`src/rtl/qenc_pkg.sv`:
```
package qenc_pkg;
  typedef enum logic {
    SEL_T = 1'b0,
    SEL_M = 1'b1
  } meth_sel_e;

  localparam int unsigned N_LINES = 3;
  localparam int unsigned LINE_A  = 0;
  localparam int unsigned LINE_B  = 1;
  localparam int unsigned LINE_Z  = 2;
endpackage

```
`src/rtl/qenc_in_filt.sv`:
```
module qenc_in_filt #(
  parameter int unsigned FILT_LEN = 3
) (
  input  logic clk_i,
  input  logic rst_ni,
  input  logic raw_i,
  output logic clean_o
);
  localparam int unsigned CNT_W = (FILT_LEN < 2) ? 1 : $clog2(FILT_LEN);

  logic             s1_q, s2_q;
  logic [CNT_W-1:0] cnt_q;

  always_ff @(posedge clk_i or negedge rst_ni) begin
    if (!rst_ni) begin
      s1_q <= 1'b0;
      s2_q <= 1'b0;
    end else begin
      s1_q <= raw_i;
      s2_q <= s1_q;
    end
  end

  // accept a new level only after FILT_LEN consecutive differing samples
  always_ff @(posedge clk_i or negedge rst_ni) begin
    if (!rst_ni) begin
      cnt_q   <= '0;
      clean_o <= 1'b0;
    end else if (s2_q != clean_o) begin
      if (cnt_q == CNT_W'(FILT_LEN - 1)) begin
        clean_o <= s2_q;
        cnt_q   <= '0;
      end else begin
        cnt_q <= cnt_q + 1'b1;
      end
    end else begin
      cnt_q <= '0;
    end
  end
endmodule

```
`src/rtl/qenc_decoder.sv`:
```
module qenc_decoder #(
  parameter int unsigned POS_W = 32
) (
  input  logic             clk_i,
  input  logic             rst_ni,
  input  logic             a_i,
  input  logic             b_i,
  input  logic             z_i,
  input  logic             zero_en_i,
  output logic [POS_W-1:0] pos_o,
  output logic             dir_o,
  output logic             step_o,
  output logic             a_rise_o
);
  logic a_q, b_q, z_q;
  logic up;
  logic z_rise;

  always_comb begin
    step_o   = (a_i ^ a_q) ^ (b_i ^ b_q);
    up       = ~(a_q ^ b_i);
    z_rise   = z_i & ~z_q;
    a_rise_o = a_i & ~a_q;
  end

  always_ff @(posedge clk_i or negedge rst_ni) begin
    if (!rst_ni) begin
      a_q   <= 1'b0;
      b_q   <= 1'b0;
      z_q   <= 1'b0;
      pos_o <= '0;
      dir_o <= 1'b0;
    end else begin
      a_q <= a_i;
      b_q <= b_i;
      z_q <= z_i;
      if (step_o) dir_o <= up;
      if (z_rise && zero_en_i) pos_o <= '0;
      else if (step_o)         pos_o <= up ? pos_o + 1'b1 : pos_o - 1'b1;
    end
  end
endmodule

```
`src/rtl/qenc_m_meter.sv`:
```
module qenc_m_meter #(
  parameter int unsigned WIN_CYC = 50000,
  parameter int unsigned MCNT_W  = 16
) (
  input  logic              clk_i,
  input  logic              rst_ni,
  input  logic              step_i,
  output logic [MCNT_W-1:0] m_count_o,
  output logic              win_end_o
);
  localparam int unsigned WCNT_W = (WIN_CYC < 2) ? 1 : $clog2(WIN_CYC);
  localparam logic [MCNT_W-1:0] M_MAX = '1;

  logic [WCNT_W-1:0] wcnt_q;
  logic [MCNT_W-1:0] acc_q, acc_nxt;
  logic              last;

  always_comb begin
    last    = (wcnt_q == WCNT_W'(WIN_CYC - 1));
    acc_nxt = (step_i && acc_q != M_MAX) ? acc_q + 1'b1 : acc_q;
  end

  always_ff @(posedge clk_i or negedge rst_ni) begin
    if (!rst_ni) begin
      wcnt_q    <= '0;
      acc_q     <= '0;
      m_count_o <= '0;
      win_end_o <= 1'b0;
    end else begin
      win_end_o <= last;
      if (last) begin
        wcnt_q    <= '0;
        m_count_o <= acc_nxt;
        acc_q     <= '0;
      end else begin
        wcnt_q <= wcnt_q + 1'b1;
        acc_q  <= acc_nxt;
      end
    end
  end
endmodule

```
`src/rtl/qenc_t_meter.sv`:
```
module qenc_t_meter #(
  parameter int unsigned TCNT_W = 20
) (
  input  logic              clk_i,
  input  logic              rst_ni,
  input  logic              a_rise_i,
  output logic [TCNT_W-1:0] t_period_o
);
  localparam logic [TCNT_W-1:0] T_MAX = '1;

  logic [TCNT_W-1:0] tcnt_q;
  logic              armed_q;

  always_ff @(posedge clk_i or negedge rst_ni) begin
    if (!rst_ni) begin
      tcnt_q     <= '0;
      armed_q    <= 1'b0;
      t_period_o <= T_MAX;
    end else if (a_rise_i) begin
      if (armed_q) t_period_o <= (tcnt_q == T_MAX) ? T_MAX : tcnt_q + 1'b1;
      tcnt_q  <= '0;
      armed_q <= 1'b1;
    end else if (tcnt_q == T_MAX) begin
      t_period_o <= T_MAX; // standstill
    end else begin
      tcnt_q <= tcnt_q + 1'b1;
    end
  end
endmodule

```
`src/rtl/qenc_mt_speed_meter.sv`:
```
module qenc_mt_speed_meter #(
  parameter int unsigned POS_W    = 32,
  parameter int unsigned FILT_LEN = 4,
  parameter int unsigned WIN_CYC  = 50000,
  parameter int unsigned MCNT_W   = 16,
  parameter int unsigned TCNT_W   = 20,
  parameter int unsigned HI_TH    = 940,
  parameter int unsigned LO_TH    = 850
) (
  input  logic              clk_i,
  input  logic              rst_ni,
  input  logic              a_i,
  input  logic              b_i,
  input  logic              z_i,
  input  logic              zero_en_i,
  output logic [POS_W-1:0]  pos_o,
  output logic              dir_o,
  output logic [MCNT_W-1:0] m_count_o,
  output logic [TCNT_W-1:0] t_period_o,
  output logic              sel_o,
  output logic              valid_o
);
  import qenc_pkg::*;

  logic [N_LINES-1:0] raw, clean;
  logic               step, a_rise, win_end;
  meth_sel_e          sel_q;

  assign raw = {z_i, b_i, a_i};

  for (genvar g = 0; g < N_LINES; g++) begin : g_filt
    qenc_in_filt #(.FILT_LEN(FILT_LEN)) u_filt (
      .clk_i  (clk_i),
      .rst_ni (rst_ni),
      .raw_i  (raw[g]),
      .clean_o(clean[g])
    );
  end

  qenc_decoder #(.POS_W(POS_W)) u_dec (
    .clk_i    (clk_i),
    .rst_ni   (rst_ni),
    .a_i      (clean[LINE_A]),
    .b_i      (clean[LINE_B]),
    .z_i      (clean[LINE_Z]),
    .zero_en_i(zero_en_i),
    .pos_o    (pos_o),
    .dir_o    (dir_o),
    .step_o   (step),
    .a_rise_o (a_rise)
  );

  qenc_m_meter #(.WIN_CYC(WIN_CYC), .MCNT_W(MCNT_W)) u_m (
    .clk_i    (clk_i),
    .rst_ni   (rst_ni),
    .step_i   (step),
    .m_count_o(m_count_o),
    .win_end_o(win_end)
  );

  qenc_t_meter #(.TCNT_W(TCNT_W)) u_t (
    .clk_i     (clk_i),
    .rst_ni    (rst_ni),
    .a_rise_i  (a_rise),
    .t_period_o(t_period_o)
  );

  // hysteretic method select, decided on the freshly latched window count
  always_ff @(posedge clk_i or negedge rst_ni) begin
    if (!rst_ni) begin
      sel_q   <= SEL_T;
      valid_o <= 1'b0;
    end else begin
      valid_o <= win_end;
      if (win_end) begin
        if (sel_q == SEL_T && m_count_o >= MCNT_W'(HI_TH))     sel_q <= SEL_M;
        else if (sel_q == SEL_M && m_count_o < MCNT_W'(LO_TH)) sel_q <= SEL_T;
      end
    end
  end

  assign sel_o = sel_q;
endmodule

```
`config.mk`:
```
export PLATFORM = sky130hd
export DESIGN_NAME = qenc_mt_speed_meter
export DESIGN_NICKNAME = d
export VERILOG_FILES = /design/src/rtl/qenc_pkg.sv /design/src/rtl/qenc_in_filt.sv /design/src/rtl/qenc_decoder.sv /design/src/rtl/qenc_m_meter.sv /design/src/rtl/qenc_t_meter.sv /design/src/rtl/qenc_mt_speed_meter.sv
export SDC_FILE = /design/constraint.sdc
export NUM_CORES = 1
export LEC_CHECK = 0
export BUFFER_PORTS_ARGS = -buffer_cell sky130_fd_sc_hd__buf_4
export CORE_AREA = 4 4 120 122
export DETAILED_ROUTE_END_ITERATION = 12
export DIE_AREA = 0 0 124 126
export PLACE_DENSITY = 0.8
export SLEW_MARGIN = 20
export SYNTH_ARGS = -nofsm -noshare
export SYNTH_HDL_FRONTEND = slang
export SYNTH_SLANG_ARGS = --single-unit
```
`constraint.sdc`:
```
create_clock -name clk_i -period 5.42 [get_ports clk_i]
set_input_delay 1.084 -clock clk_i [delete_from_list [all_inputs] [get_ports clk_i]]
set_output_delay 1.084 -clock clk_i [all_outputs]
set_load 0.02 [all_outputs]
```
# Word level (Yosys, flattened, before mapping)
# Cells that the tools add are included.
[totals]
out_inout_bits = 71
ff_bits = 143
word_cells = 89
[op_classes]
n_addsub = 8
n_bitwise = 10
n_eq_ne = 11
mux = 20
order_cmp = 2
reduce_logical = 12
[ops]
columns = ["cell", "n"]
rows = [
  ["20-bit 2-to-1 mux", 6],
  ["32-bit 2-to-1 mux", 3],
  ["16-bit 2-to-1 mux", 3],
  ["16-bit by 1-bit adder with 16-bit output, second input constant", 2],
  ["32-bit by 1-bit adder with 32-bit output, second input constant", 1],
  ["32-bit by 1-bit subtractor with 32-bit output, second input constant", 1],
  ["20-bit by 1-bit adder with 20-bit output, second input constant", 1],
  ["20-bit equality test, second input constant", 1],
  ["16-bit equality test, second input constant", 1],
  ["16-bit by 10-bit greater-or-equal comparator with 1-bit output, second input constant", 1],
  ["16-bit by 10-bit < comparator with 1-bit output, second input constant", 1],
  ["16-bit inequality test, second input constant", 1],
  ["2-bit 2-to-1 mux", 6],
  ["2-bit AND reduction", 5],
  ["2-bit by 1-bit adder with 2-bit output, second input constant", 3],
  ["2-bit equality test, second input constant", 3],
  ["2-bit nonzero test", 3],
  ["1-bit logical AND", 4],
  ["1-bit NOT", 4],
  ["1-bit XOR", 4],
  ["1-bit inequality test", 3],
  ["1-bit bitwise AND", 2],
  ["1-bit 2-to-1 mux", 2],
  ["2-bit by 1-bit inequality test with 1-bit output, second input constant", 1],
  ["2-bit inequality test, second input constant", 1],
]

# Depth between registers and ports, before layout
# Gate-level depths: netlist of the first run.
[depth]
ltp_word = 5
ltp_mapped = 11

# Cells and area by module
# A second synthesis of the first run with hierarchy kept.
[unflattened]
cells_unflattened = 891
hier_area_um2 = 8201.6
[by_module_without_submodules]
columns = ["mod", "cells_each", "seq_area_each_um2", "instances", "area_each_um2"]
rows = [
  ["qenc_decoder", 395, 900.9, 1, 3195.6],
  ["qenc_m_meter", 227, 1226.2, 1, 2237.1],
  ["qenc_t_meter", 221, 1051.0, 1, 2112.0],
  ["qenc_in_filt", 10, 125.1, 3, 173.9],
  ["qenc_mt_speed_meter", 18, 50.0, 1, 135.1],
]

# Worst setup path after synthesis of the first run
# No wires, ideal clock.
[synth_path]
path_kind = "flip-flop to flip-flop"
startpoint = "register g_filt[1].u_filt.clean_o"
endpoint = "register u_dec.pos_o[31]"
arrival_time_ns = 4.317
setup_time_ns = 0.078
path_slack_ns = 1.025
period_less_slack_ns = 4.395
path_stages_with_launch = 12
required_ns = 5.342
path_cell_list = "dfrtp_1 > xor2_1 > ha_1 > buf_4 > a21o_1 > a22o_1 > o41ai_2 > a21oi_2 > a211oi_1 > xor2_1 > or3_1 > a21oi_1"
[synth_between]
elab_chain_len = 4
[synth_rtl]
columns = ["item", "line", "source"]
rows = [
  ["start: declaration", "qenc_in_filt.sv:7", "output logic clean_o"],
  ["start signal: assignment", "qenc_in_filt.sv:31", "clean_o <= s2_q;"],
  ["1-bit XOR", "qenc_decoder.sv:21", "up = ~(a_q ^ b_i);"],
  ["32-bit 2-to-1 mux (2 in series)", "qenc_decoder.sv:39", "else if (step_o) pos_o <= up ? pos_o + 1'b1 : pos_o - 1'b1;"],
  ["32-bit 2-to-1 mux", "qenc_decoder.sv:38", "if (z_rise && zero_en_i) pos_o <= '0;"],
  ["end signal: assignment", "qenc_decoder.sv:39", ""],
  ["end: declaration", "qenc_decoder.sv:10", "output logic [POS_W-1:0] pos_o,"],
]
# Several ways; a longest one is shown, not always the timed one. The select of a mux whose other input is x is not followed.
# A chain may end at the register's enable or synchronous reset.

# Worst setup path in the final report of the first run
# Same ends and word-level chain as after synthesis.

==> impl_metrics.toml, run 1 <==
[sta]
report.final.slew_viol_count = 0
setup_viol = 0
relSlewSlack_pct = 37.1
max_freq_mhz = 272
min_period_ns = 3.68
worst_pin_slew_ns = 0.943
fin_tns_setup_ns = 0
hold_viol = 0
fin_worst_skew_ns = 0.00968
finalCritPeriodShare_pct = 67.8
rsz0062_at_grt = "false"

[worst_setup_path]
rr_worst_depth = 9
cp-end-kind = "register"
rrSetupSlack_ns = 1.74
cp.required_ns = 5.75
path_class = "reg -> reg"
worstPathArrival_ns = 4.01
worst_r2r_endpoint = "u_dec.pos_o[31]"
start_kind = "register"
worstPathMaxFanout = 32
r2r_start = "g_filt[1].u_filt.clean_o"

[synth]
ys_seq_area_share_pct = 45.9
synth.distinct_cells = 73
synth-seq-cells = 143
yosys.area.top_type = "dfrtp_1"
syn_inst = 827
synth_async_sr_flop_share_pct = 100
synth_area_leaders = "dfrtp_1, ha_1, dfstp_2, nand2_1, a21oi_1"
syn_avg_cell_area_um2 = 9.49
syn_area_um2 = 7850
synth.most_common_cell = "dfrtp_1"
synth_top_area_share_pct = 39.2
yosys_warnings = 0
synthFlopType = "dfrtp_1"
synth_edf_count = 0
synthesis.nets = 878
synth_common_cells = "dfrtp_1, nand2_1, nor2_1, a21oi_1, ha_1"

[hold_path]
whs_endpoint = "g_filt[0].u_filt.s2_q"
hp-class = "reg -> reg"
hold_depth = 0
hold_path_startpoint = "g_filt[0].u_filt.s1_q"

[clock_tree]
post-cts-setup-buffers = 0
cts_buffer_depth = 2
htree_levels = 4
clkSlewWorstSetupHoldPaths_ns = 0.06
cts.sinks = 143
root_buffer = "clkbuf_16"
postCtsHoldBufs = 0
ctsResizeCount = 0
clock_latency_ns = 0.42
cts_tree = "done"
cts_buffers = 17

[floorplan]
io_pins = 77
num_rows = 42
die-height_um = 126
start_util_pct = 59.5
die_area_um2 = 15600
core_area_um2 = 13200
die_x_um = 124

[placed_design]
dp_hpwl_um = 11300
portBuffers = 76
gp_congestion = 0.891

[job]
cap_viol_max_count = 0

[global_routing]
grt_pass1_vias = 5965
grt_pass1_wl_um = 28600
grt_overflow_total = 0
grt_start_max_net_pins = 100
grt_usage_pct = 22.6
antenna_found_initial = 0

[finish]
nets = 945
antenna_cells = 0
fillers = 1036
layout-drive-gt1-share_pct = 18.1
area_growth_pct = 16.1

[run_status]
status = "finished clean"

[drt]
drt_iter0_drc = 515
remaining_drc_errors = 0
wl_um = 16600
ant_nets = 0
vias = 6250
drt_first_pass_iters = 5
avgRoutedWirePerCell_um = 15.4
viasPerCell = 5.77
## layer usage
| metal | vias up | track usage [%] | routed length, µm |
|---|---|---|---|
| met5 | - | 0 | 0 |
| met4 | 0 | 7.41 | 302 |
| met2 | 138 | 34.3 | 7760 |
| li1 | 3085 | - | - |
| met1 | 2999 | 32.4 | 7820 |
| met3 | 28 | 4.80 | 759 |
## cell usage in the layout (no fill, tap or decap), types with 3 or more instances in the layout
cell type   count
buf_4          81
o211ai_1        4
a21oi_2         3
nand3_1        31
clkinvlp_4      3
clkbuf_16      17
nor3_1         29
clkinv_2        3
a31oi_1         7
a211oi_1        8
mux2i_1         5
mux2_2          3
o21ai_1        15
o22ai_1         5
nand4_1        17
and4_1          4
nor2b_1         9
nor2_1         83
o21ai_0        41
xor2_1         34
a21oi_1        67
and3_1         15
xnor2_1        34
dfstp_2        20
inv_6           3
inv_1           9
ha_1           44
nand2b_1        4
and2_1          3
o21a_1          4
nand3b_1        3
dfrtp_1       123
a21o_1         19
nand2_1        92
or3_4           3
## worst max-delay path by stage
stage / from / endpoint
2_1_floorplan: g_filt[1].u_filt.clean_o / u_dec.pos_o[31]
3_3_place_gp: g_filt[1].u_filt.clean_o / u_dec.pos_o[31]
3_5_place_dp: g_filt[1].u_filt.clean_o / u_dec.pos_o[25]
4_1_cts: g_filt[1].u_filt.clean_o / u_dec.pos_o[31]
5_1_grt: g_filt[1].u_filt.clean_o / u_dec.pos_o[31]
6_report: g_filt[1].u_filt.clean_o / u_dec.pos_o[31]
## worst max-delay path, stage by stage (launching register included)
cell	delay, ns
dfrtp_1	0.52
xor2_4	0.79
ha_1	0.47
a21o_1	0.20
a221oi_1	0.52
o311ai_1	0.21
a211oi_1	0.30
xor2_1	0.12
or3_1	0.32
a21oi_1	0.14
## kinds of logic after synthesis
kind of cell	after synthesis	share of synthesized area, %
simple gates	318	19.9
mux	8	1.07
xor+xnor	71	7.92
flops	143	45.9
buf+inv	44	2.41
fa+ha+maj	45	7.27
compound gates	198	15.5
## registers in the layout, indices dropped and copies added, names as in the netlist, 3 cells and up
| signal | flops |
|---|---|
| u_m.m_count_o | 16 |
| u_m.acc_q | 16 |
| g_filt.u_filt.cnt_q | 6 |
| g_filt.u_filt.clean_o | 3 |
| u_t.tcnt_q | 20 |
| u_dec.pos_o | 32 |
| u_t.t_period_o | 20 |
| u_m.wcnt_q | 16 |
| g_filt.u_filt.s1_q | 3 |
| g_filt.u_filt.s2_q | 3 |
## through the flow
| step | cell area (µm²) | setup slack [ns] | instances | util (%) | hold WS (ns) |
|---|---|---|---|---|---|
| 5_1_grt | 9110 | 1.42 | 1083 | 69.1 | 0.357 |
| 6_report | 9110 | 1.74 | 1083 | 69.1 | 0.344 |
| 3_3_place_gp | 8570 | 1.87 | 1051 | 65.0 | 0.332 |
| 4_1_cts | 9110 | 1.76 | 1083 | 69.1 | 0.346 |
| 3_5_place_dp | 8570 | 1.78 | 1051 | 65.0 | 0.336 |
| 2_1_floorplan | 7850 | 1.03 | 827 | - | 0.331 |
## area by class of cell
cell class	instances	area (µm²)	share of cell area (%)
Multi-Input combinational cell	640	4090	44.9
Sequential cell	143	3600	39.5
Timing Repair Buffer	82	619	6.80
Clock buffer	21	460	5.05
Tap cell	176	220	2.42
Clock inverter	11	81.3	0.892
Inverter	10	37.5	0.412
Power of run 1 is not shown: default switching activity piles up to over one toggle a cycle in this logic, so the estimate is an artifact.
==> inputs of run 2 (changes only) <==
--- a/config.mk
+++ b/config.mk
@@ -6,10 +6,10 @@
 export NUM_CORES = 1
 export LEC_CHECK = 0
 export BUFFER_PORTS_ARGS = -buffer_cell sky130_fd_sc_hd__buf_4
-export CORE_AREA = 4 4 120 122
+export CORE_AREA = 4 4 126 128
 export DETAILED_ROUTE_END_ITERATION = 12
-export DIE_AREA = 0 0 124 126
-export PLACE_DENSITY = 0.8
+export DIE_AREA = 0 0 130 132
+export PLACE_DENSITY = 0.77
 export SLEW_MARGIN = 20
 export SYNTH_ARGS = -nofsm -noshare
 export SYNTH_HDL_FRONTEND = slang
==> constraint.sdc (replaced) <==
create_clock -name clk_i -period 3 [get_ports clk_i]
set_input_delay 0.6 -clock clk_i [delete_from_list [all_inputs] [get_ports clk_i]]
set_output_delay 0.6 -clock clk_i [all_outputs]
set_load 0.02 [all_outputs]
==> impl_metrics.toml, run 2 (synthesis gave the netlist of run 1 again) <==
[run_status]
status = "finished clean"

[finish]
largest_register_ffs = 32
largestRegisters = "u_dec.pos_o x32, u_t.t_period_o x20, u_t.tcnt_q x20"
nets = 971
fin_cells = 1121
final_common_cell = "dfrtp_1"
antenna_cells = 0
area_growth_pct = 21.2
layout-drive-gt1-share_pct = 21.7
final_cell_mix = "dfrtp_1, buf_4, nand2_1"
regMostFlops = "u_dec.pos_o"

[floorplan]
io_pins = 77
die_x_um = 130
num_rows = 45
core_area_um2 = 14900
start_util_pct = 52.8
die_area_um2 = 17200
die-height_um = 132

[drt]
drt_first_pass_iters = 5
avgRoutedWirePerCell_um = 16.1
ant_nets = 0
drt_iter0_drc = 327
wl_um = 18000
viasPerCell = 5.69
vias = 6384
remaining_drc_errors = 0

[worst_setup_path]
cp-end-kind = "register"
path_class = "reg -> reg"
path_cells = "xor2_4 > buf_4 > ha_2 > and2_4 > nand3_2 > or3_4 > nor3_2 > a211oi_2 > xor2_1 > or3_1 > a21oi_1"
worstPathMaxFanout = 11
slowest_stage = "dfrtp_2"
worstPathArrival_ns = 3.22
cp.required_ns = 3.35
max_stage_delay_ns = 0.44
start_kind = "register"

[hold_path]
hp-class = "in -> async"

[clock_tree]
clkSlewWorstSetupHoldPaths_ns = 0.06
cts.sinks = 143
postCtsHoldBufs = 0
cts_buffer_depth = 2
htree_levels = 4
root_buffer = "clkbuf_16"
clock_latency_ns = 0.42
cts_tree = "done"
cts_buffers = 17

[sta]
max_freq_mhz = 349
setup_ws_ns = 0.131
setup_viol = 0
finalCritPeriodShare_pct = 95.6
fin_tns_setup_ns = 0
fin_worst_skew_ns = 0.00970
worst_pin_slew_ns = 0.636
relSlewSlack_pct = 57.6
hold_viol = 0
rsz0062_at_grt = "true"
min_period_ns = 2.87
report.final.slew_viol_count = 0

[global_routing]
grt_pass1_wl_um = 30200
grt_pass1_vias = 6199
antenna_found_initial = 0
grt_start_max_net_pins = 69
grt_overflow_total = 0
grt_usage_pct = 21.6

[placed_design]
dpl_worst_slack_ns = 0.0850
post-place-cells = 1085
portBuffers = 76
dp_hpwl_um = 12500
gp_congestion = 0.902

[job]
cap_viol_max_count = 0
## run 2: cell count changes in the layout (fill, tap and decap cells not counted), moves of 3 or more
cell / delta
bufinv_16: +3
buf_4: +23
ha_1: -3
a211oi_1: -3
a211oi_2: +3
## run 2: worst max-delay path: cells and delay by family (launching register included)
kind            cells  cell delay [ns]
compound gates      2             0.23
xor+xnor            2             0.37
fa+ha+maj           1             0.38
buf+inv             1             0.22
flops               1             0.44
simple gates        5             1.14
## run 2: worst paths after layout
check / slack, ns / cells after the start / start / to
max in group asynchronous: 2.02 / 2 / rst_ni / u_m.acc_q[0]
min in group clk_i: 0.29 / 1 / z_i / g_filt[2].u_filt.s1_q
setup / recovery: 0.13 / 11 / g_filt[1].u_filt.clean_o / u_dec.pos_o[31]
hold / removal: 0.18 / 1 / rst_ni / u_dec.pos_o[1]
hold reg to reg: 0.35 / 0 / g_filt[2].u_filt.s1_q / g_filt[2].u_filt.s2_q
setup reg to reg: 0.13 / 11 / g_filt[1].u_filt.clean_o / u_dec.pos_o[31]
## run 2: area by class of cell
cell class | instances | area (µm²)
fillers | 1236 | 5350
multi-input cells | 640 | 4170
flip-flops and latches | 143 | 3600
repair buffers | 108 | 857
clock buffers | 20 | 447
well taps | 188 | 235
clock inverters | 12 | 159
inverters | 10 | 37.5
## run 2: layer usage
metal | share of wire [%] | track usage [%] | up-vias
met3 | 5.5 | 4.58 | 22
met4 | 1.7 | 6.70 | 0
met1 | 46 | 30.8 | 3048
met5 | 0 | 0 | -
met2 | 47 | 33.0 | 174
li1 | - | - | 3140
## run 2: through the flow
| stage | util (%) | instance area [µm²] | hold slack [ns] |
|---|---|---|---|
| floorplan | - | 7880 | 0.304 |
| global placement | 59.1 | 8790 | 0.333 |
| detailed placement | 59.1 | 8790 | 0.341 |
| CTS | 63.2 | 9400 | 0.191 |
| global route | 64.0 | 9510 | 0.221 |
| finish | 64.0 | 9510 | 0.176 |
## run 2: timing repair
| item | CTS | global route |
|---|---|---|
| endpoints found under the setup margin | 0 | 13 |
| gates resized for setup | 0 | 13 |
| hold endpoints to repair | 0 | 0 |
| buffers inserted | 0 | 3 |
Power of run 2 is left out for the same reason.
